--- src/rtl/scl_div_pkg.sv ---
package scl_div_pkg;

   // bit positions inside the mode word (enable first, select above it)
   localparam int MODE_EN_BIT  = 0;
   localparam int MODE_SEL_LSB = 1;

   // fixed terms of the second-stage half period
   localparam int HALF_OFFSET = 3;
   localparam int FILT_EXTRA  = 2;

   typedef enum logic [1:0] {
      PRE_DIV32 = 2'd0,
      PRE_DIV16 = 2'd1,
      PRE_DIV8  = 2'd2,
      PRE_DIV4  = 2'd3
   } prediv_sel_e;

   // half-period in prescaler pulses for a given setting
   function automatic int half_ratio(input int div_val, input bit filt,
                                     input int offset, input int fextra);
      return div_val + offset + (filt ? fextra : 0);
   endfunction

endpackage

--- src/rtl/scl_div_shadow.sv ---
module scl_div_shadow #(
   parameter int SEL_W      = 2,
   parameter int DIV_W      = 8,
   parameter int HALF_W     = 9,
   parameter int OFFSET     = 3,
   parameter int FEXTRA     = 2,
   parameter bit HAS_FILTER = 1'b1
) (
   input  logic              clk,
   input  logic              rst,
   input  logic              en,
   input  logic              term,
   input  logic [SEL_W-1:0]  sel_in,
   input  logic              filt_in,
   input  logic [DIV_W-1:0]  div_in,
   output logic [SEL_W-1:0]  sel_eff,
   output logic [HALF_W-1:0] half_eff
);

   localparam logic [HALF_W-1:0] OFS_V = HALF_W'(OFFSET);
   localparam logic [HALF_W-1:0] FEX_V = HALF_W'(FEXTRA);

   logic [HALF_W-1:0] half_in;
   logic [HALF_W-1:0] half_q;
   logic [SEL_W-1:0]  sel_q;
   logic              run_q;
   logic              load;

   generate
      if (HAS_FILTER) begin : g_filt
         assign half_in = HALF_W'(div_in) + OFS_V + (filt_in ? FEX_V : '0);
      end else begin : g_nofilt
         logic unused_filt;
         assign unused_filt = filt_in;
         assign half_in = HALF_W'(div_in) + OFS_V;
      end
   endgenerate

   // idle or wrapping: capture the register values
   assign load = !run_q || term;

   always_ff @(posedge clk) begin
      if (rst) begin
         run_q  <= 1'b0;
         sel_q  <= '0;
         half_q <= OFS_V;
      end else begin
         run_q <= en;
         if (load) begin
            sel_q  <= sel_in;
            half_q <= half_in;
         end
      end
   end

   // first enabled edge uses the live values, later edges the captured ones
   assign sel_eff  = run_q ? sel_q  : sel_in;
   assign half_eff = run_q ? half_q : half_in;

   a_r7_hold_between_wraps: assert property (@(posedge clk) disable iff (rst)
      (run_q && en && !term) |=> (half_eff == $past(half_eff) && sel_eff == $past(sel_eff)))
      else $error("R7: settings changed inside a period");

endmodule

--- src/rtl/scl_div_prescaler.sv ---
module scl_div_prescaler #(
   parameter int SEL_W    = 2,
   parameter int PRE_LOG2 = 5
) (
   input  logic             clk,
   input  logic             rst,
   input  logic             en,
   input  logic [SEL_W-1:0] sel,
   output logic             pre_tick
);

   localparam int PCW = (PRE_LOG2 > 0) ? PRE_LOG2 : 1;
   localparam logic [PCW-1:0] ALL1 = {PCW{1'b1}};

   generate
      if (PRE_LOG2 == 0) begin : g_bypass
         logic [SEL_W-1:0] unused_sel;
         logic             unused_clk;
         assign unused_sel = sel;
         assign unused_clk = clk ^ rst;
         assign pre_tick   = en;
      end else begin : g_count
         logic [PCW-1:0] cnt_q;
         logic [PCW-1:0] limit;

         // ratio 2^(PRE_LOG2 - sel): terminal value is all-ones shifted down
         assign limit    = ALL1 >> sel;
         assign pre_tick = en && (cnt_q == limit);

         always_ff @(posedge clk) begin
            if (rst || !en)      cnt_q <= '0;
            else if (pre_tick)   cnt_q <= '0;
            else                 cnt_q <= cnt_q + 1'b1;
         end

         a_r3_count_in_range: assert property (@(posedge clk) disable iff (rst)
            cnt_q <= limit)
            else $error("R3: prescaler count beyond terminal value");

         a_r3_pulse_spacing: assert property (@(posedge clk) disable iff (rst)
            pre_tick |=> !pre_tick)
            else $error("R3: prescaler pulses back to back");

         a_r2_idle_zero: assert property (@(posedge clk) disable iff (rst)
            !en |=> cnt_q == '0)
            else $error("R2: prescaler not held at zero");
      end
   endgenerate

endmodule

--- src/rtl/scl_div_halfcnt.sv ---
module scl_div_halfcnt #(
   parameter int HALF_W = 9
) (
   input  logic              clk,
   input  logic              rst,
   input  logic              en,
   input  logic              step,
   input  logic [HALF_W-1:0] half,
   output logic              term
);

   localparam logic [HALF_W-1:0] ONE = HALF_W'(1);

   logic [HALF_W-1:0] cnt_q;
   logic [HALF_W-1:0] last;

   assign last = half - ONE;
   assign term = en && step && (cnt_q == last);

   always_ff @(posedge clk) begin
      if (rst || !en)  cnt_q <= '0;
      else if (term)   cnt_q <= '0;
      else if (step)   cnt_q <= cnt_q + ONE;
   end

   a_r4_count_below_half: assert property (@(posedge clk) disable iff (rst)
      cnt_q < half)
      else $error("R4: half counter reached its ratio");

   a_r2_idle_zero: assert property (@(posedge clk) disable iff (rst)
      !en |=> cnt_q == '0)
      else $error("R2: half counter not held at zero");

endmodule

--- src/rtl/scl_rate_gen.sv ---
module scl_rate_gen #(
   parameter int SEL_W      = 2,
   parameter int DIV_W      = 8,
   parameter int PRE_LOG2   = 5,
   parameter bit HAS_FILTER = 1'b1
) (
   input  logic                  clk,
   input  logic                  rst,
   input  logic [SEL_W+1:0]      mode_reg,
   input  logic [DIV_W-1:0]      div_reg,
   output logic                  tick_o,
   output logic                  scl_o
);
   import scl_div_pkg::*;

   localparam int FILT_BIT = MODE_SEL_LSB + SEL_W;
   localparam int MAX_HALF = (1 << DIV_W) - 1 + HALF_OFFSET + FILT_EXTRA;
   localparam int HALF_W   = $clog2(MAX_HALF + 1);

   generate
      if (PRE_LOG2 < (1 << SEL_W) - 1) begin : g_bad_pre
         $error("PRE_LOG2 too small for the select range");
      end
      if (DIV_W < 1) begin : g_bad_div
         $error("DIV_W must be at least 1");
      end
   endgenerate

   logic             en;
   logic [SEL_W-1:0] sel_raw;
   logic             filt_raw;
   logic [SEL_W-1:0] sel_eff;
   logic [HALF_W-1:0] half_eff;
   logic             pre_tick;
   logic             term;
   logic             tick_q;
   logic             scl_q;

   assign en       = mode_reg[MODE_EN_BIT];
   assign sel_raw  = mode_reg[MODE_SEL_LSB +: SEL_W];
   assign filt_raw = mode_reg[FILT_BIT];

   scl_div_shadow #(
      .SEL_W(SEL_W), .DIV_W(DIV_W), .HALF_W(HALF_W),
      .OFFSET(HALF_OFFSET), .FEXTRA(FILT_EXTRA), .HAS_FILTER(HAS_FILTER)
   ) u_shadow (
      .clk(clk), .rst(rst), .en(en), .term(term),
      .sel_in(sel_raw), .filt_in(filt_raw), .div_in(div_reg),
      .sel_eff(sel_eff), .half_eff(half_eff)
   );

   scl_div_prescaler #(.SEL_W(SEL_W), .PRE_LOG2(PRE_LOG2)) u_pre (
      .clk(clk), .rst(rst), .en(en), .sel(sel_eff), .pre_tick(pre_tick)
   );

   scl_div_halfcnt #(.HALF_W(HALF_W)) u_half (
      .clk(clk), .rst(rst), .en(en), .step(pre_tick), .half(half_eff), .term(term)
   );

   always_ff @(posedge clk) begin
      if (rst) begin
         tick_q <= 1'b0;
         scl_q  <= 1'b0;
      end else if (!en) begin
         tick_q <= 1'b0;
         scl_q  <= 1'b0;
      end else begin
         tick_q <= term;
         if (term) scl_q <= ~scl_q;
      end
   end

   assign tick_o = tick_q;
   assign scl_o  = scl_q;

   a_r2_idle_quiet: assert property (@(posedge clk) disable iff (rst)
      !en |=> (!tick_o && !scl_o))
      else $error("R2: output active while disabled");

   a_r5_toggle_on_tick: assert property (@(posedge clk) disable iff (rst)
      tick_o |-> (scl_o != $past(scl_o)))
      else $error("R5: tick without SCL toggle");

   a_r5_steady_between: assert property (@(posedge clk) disable iff (rst)
      ($past(en) && !tick_o) |-> (scl_o == $past(scl_o)))
      else $error("R5: SCL moved without tick");

   a_r6_single_cycle_tick: assert property (@(posedge clk) disable iff (rst)
      tick_o |=> !tick_o)
      else $error("R6: tick wider than one cycle");

   a_r1_reset_clears: assert property (@(posedge clk)
      $past(rst) |-> (!tick_o && !scl_o))
      else $error("R1: outputs not cleared by reset");

endmodule

--- config.mk ---
export PLATFORM = sky130hd
export DESIGN_NAME = scl_rate_gen
export DESIGN_NICKNAME = d
export VERILOG_FILES = /design/src/rtl/scl_div_pkg.sv /design/src/rtl/scl_div_shadow.sv /design/src/rtl/scl_div_prescaler.sv /design/src/rtl/scl_div_halfcnt.sv /design/src/rtl/scl_rate_gen.sv
export SDC_FILE = /design/constraint.sdc
export NUM_CORES = 1
export LEC_CHECK = 0
export BUFFER_PORTS_ARGS = -buffer_cell sky130_fd_sc_hd__buf_4
export CAP_MARGIN = 40
export CORE_UTILIZATION = 45
export DETAILED_ROUTE_END_ITERATION = 10
export PLACE_DENSITY = 0.68
export SETUP_SLACK_MARGIN = 0.02
export SLEW_MARGIN = 40
export SYNTH_ARGS = -nofsm -noshare
export SYNTH_HDL_FRONTEND = slang
export SYNTH_HIERARCHICAL = 1
export SYNTH_SLANG_ARGS = --single-unit
export TNS_END_PERCENT = 5
--- constraint.sdc ---
create_clock -name clk -period 4.3 [get_ports clk]
set_clock_uncertainty 0.1 [all_clocks]
set_input_delay 0.43 -clock clk [delete_from_list [all_inputs] [get_ports clk]]
set_output_delay 0.43 -clock clk [all_outputs]
set_load 0.02 [all_outputs]
==> qor.yml <==
logic_synthesis:
  post_synthesis_instance_area_mm2: 0.00180
  yosys-top-cells-area: "dfxtp_1, xnor2_1, xor2_1"
  synth_edf_count: 0
  syn-mean-instance-area_um2: 8.62
  asyncSetResetFlopFracSynth_pct: 0
  synth_cell_types: 51
  yosysWarnings: 6
  ys_seq_elements: 28
  synthesis.instances: 209
  syn-num-nets: 230
  yosysTopAreaCellShare_pct: 31.1
  library_cell_with_the_largest_summed_area_after_synthesis: "dfxtp_1"
  portion_of_the_post_synthesis_area_used_by_sequential_elements_pct: 31.1
  synthFlopType: "dfxtp_1"
clocking:
  cts_tree: "done"
  clock_pin_slew_on_the_worst_setup_and_hold_paths_ns: 0.10
  cts-root-to-sink-buffers: 2
  cts_htree_levels: 1
  cts_made_buffers: 3
  cts_hold_bufs: 0
  cts_root_buf: "clkbuf_8"
  insertion_delay_ns: 0.28
  tritoncts_num_sinks: 28
  cts_setup_buffers: 0
finish:
  synthToLayoutAreaGrowth_pct: 13.3
  post_route_cells_drive_above_1_share_pct: 17.4
  finalNetCount: 246
  finalNonFillerCells: 272
  fillers: 367
  layout_common_cells: "dfxtp_1, buf_4, nand2_1"
  layout.area.seq_um2: 561
  multiInputGateArea_mm2: 0.00114
  final_common_cell: "dfxtp_1"
  antenna_cells_inserted: 0
setup_path:
  timing.rr.start: "u_shadow/run_q$_SDFF_PP0_"
  reg2reg_to: "u_shadow/half_q[7]$_SDFFE_PP0P_"
  critical_path_class: "in -> reg"
  setup.worst_path.start_class: "input port"
  path_max_fanout: 6
  cp-end-kind: "flop"
  r2r_slack_ns: 0.77
  required_ns: 4.39
  worstPathArrival_ns: 4.01
  rr_worst_depth: 11
timing:
  achievable-frequency_mhz: 255
  finalCriticalPeriod_ns: 3.92
  post-route-period-util_pct: 91.2
  rsz_0062_raised_after_global_routing: "false"
  tightestPinTransition_ns: 0.615
  setup_viol: 0
  maxSlewViolCount: 0
  relSlewSlack_pct: 59.0
  timing_hold_violations_final: 0
power:
  power.share.sequential_pct: 45.3
  switchingPower_uw: 158
  power.density_mw_per_mm2: 296
  ir_drop_mv: 0.137
  total_power_uw: 605
  p_leak_uw: 0.000789
  power.combinational.fraction_pct: 20.0
  clock_power_share_pct: 34.7
  power_switching_share_pct: 26.0
  internal_power_uw: 448
drt:
  first_drt_pass_iteration_count: 4
  avgRoutedWirePerCell_um: 13.1
  drt.antenna.violating_nets: 0
  routed_wire_length_mm: 3.56
  dr_total_vias: 1464
  vias_per_cell: 5.38
  detailedRoute.firstIterationViolations: 48
  post-route-drc-count: 0
hold_path:
  timing.hold.worst.class: "in -> reg"
  min_delay_path_depth: 3
  worstHoldStart: "mode_reg[2]"
  worst_hold_path.endpoint: "u_shadow/sel_q[1]$_SDFFE_PP0P_"
global_routing:
  grt_antenna_before_repair: 0
  first_pass_grt_wire_length_mm: 6.02
  grt-ovfl-total: 0
  grt_max_degree: 18
  grtUsageTotal_pct: 18.1
  number_of_global_route_vias_before_repair: 1377
die:
  die_w_um: 65.3
  die_height_um: 65.3
  start_util_pct: 48.1
  floorplan.rows: 22
  die_area_mm2: 0.00426
  core_mm2: 0.00374
  ios: 16
placed_design:
  gp_congestion: 0.796
  detailed_place_hpwl_mm: 2.68
  placed_cells_incl_taps: 268
  port_buffers: 15
flow_run:
  count_of_maximum_capacitance_violations: 0
outcome:
  run_status: "finished, final reports clean"
-- registers in the layout, summed over array words and instances, names as in the netlist --
register,cells
u_half/cnt_q,9
u_shadow/half_q,9
u_pre/g_count.cnt_q,5
u_shadow/sel_q,2
scl_o,1
tick_o,1
u_shadow/run_q,1
-- what timing repair did --
action                                  in CTS  in global routing
endpoints found under the hold margin        0                  0
resized for setup                            0                  1
endpoints found under the setup margin       0                  1
-- cells by family after synthesis --
kind of cell / share of synthesized area, %
DFF: 31.1
and+or+nand+nor: 26.0
xor gates and xnor gates: 12.6
buffers and inverters: 5.42
adders and majority gates: 5.28
AOI/OAI and AO/OA: 15.4
muxes: 4.17
-- area by class of cell --
| type | instances | share of cell area (%) |
|---|---|---|
| Multi-Input combinational cell | 158 | 56.0 |
| Sequential cell | 28 | 27.5 |
| Timing Repair Buffer | 21 | 7.72 |
| Tap cell | 48 | 2.94 |
| Inverter | 13 | 2.39 |
| Clock buffer | 3 | 2.02 |
| Clock inverter | 1 | 1.47 |
-- synthesized netlist by cell type, drive strengths merged, types with 2 or more instances --
master	instances
nand2	17
nand3	6
a21oi	7
ha	6
a211oi	7
nand4	5
clkbuf	5
dfxtp	28
a311oi	2
nor3b	2
o21ai	7
nor3	10
or3	4
xnor2	14
inv	12
nor2	13
nand2b	5
buf	5
nor4	2
a21o	2
nand3b	7
mux2	4
nor2b	3
xor2	12
mux2i	3
a31oi	4
-- per-stage QoR --
step / hold WS, ns / util [%] / setup slack (ns) / setup TNS, ns / instance area, um^2
global route: 0.290 / 54.5 / 0.0866 / 0 / 2040
global placement: 0.339 / 52.6 / -0.0317 / -0.0394 / 1970
detailed placement: 0.346 / 52.6 / 0.00463 / 0 / 1970
finish: 0.303 / 54.5 / 0.380 / 0 / 2040
CTS: 0.297 / 54.5 / 0.281 / 0 / 2040
floorplan: 0.323 / - / 0.278 / 0 / 1800
-- power groups by stage --
| stage | registers [uW] | clock network (uW) | logic [uW] |
|---|---|---|---|
| after floorplan | 278 | 0 | 86.9 |
| after global placement | 280 | 0 | 119 |
| after detailed placement | 280 | 0 | 120 |
| after CTS | 274 | 215 | 121 |
| after global routing | 275 | 228 | 135 |
| final | 274 | 210 | 121 |
-- routing by layer --
metal	track usage, %	wire, um	up-vias
met5	0	0	-
met4	7.34	40	0
met3	2.95	114	4
met2	29.0	1590	27
met1	24.1	1810	667
li1	-	-	766
-- worst max path at each step --
stage	from	endpoint	slack, ns	cells past startpoint
floorplan	mode_reg[3]	u_shadow/half_q[7]$_SDFFE_PP0P_	0.28	19
global placement	mode_reg[3]	u_shadow/half_q[7]$_SDFFE_PP0P_	-0.03	17
detailed placement	mode_reg[3]	u_shadow/half_q[6]$_SDFFE_PP0P_	0.005	17
CTS	mode_reg[3]	u_shadow/half_q[6]$_SDFFE_PP0P_	0.28	17
global route	mode_reg[3]	u_shadow/half_q[2]$_SDFFE_PP0P_	0.09	19
finish	mode_reg[3]	u_shadow/half_q[7]$_SDFFE_PP0P_	0.38	19
-- critical path, stage by stage --
cell      delay, ns
buf_4          0.07
inv_1          0.03
ha_1           0.27
inv_1          0.06
ha_1           0.17
inv_1          0.06
fa_1           0.39
nand3b_2       0.25
or3_4          0.39
a31oi_1        0.30
xor2_1         0.25
xnor2_1        0.16
nand4_1        0.13
a31oi_1        0.19
o2111a_1       0.22
nand2b_1       0.20
buf_4          0.17
nor2_1         0.05
a311oi_2       0.22
(Power assumes the default switching activity.)
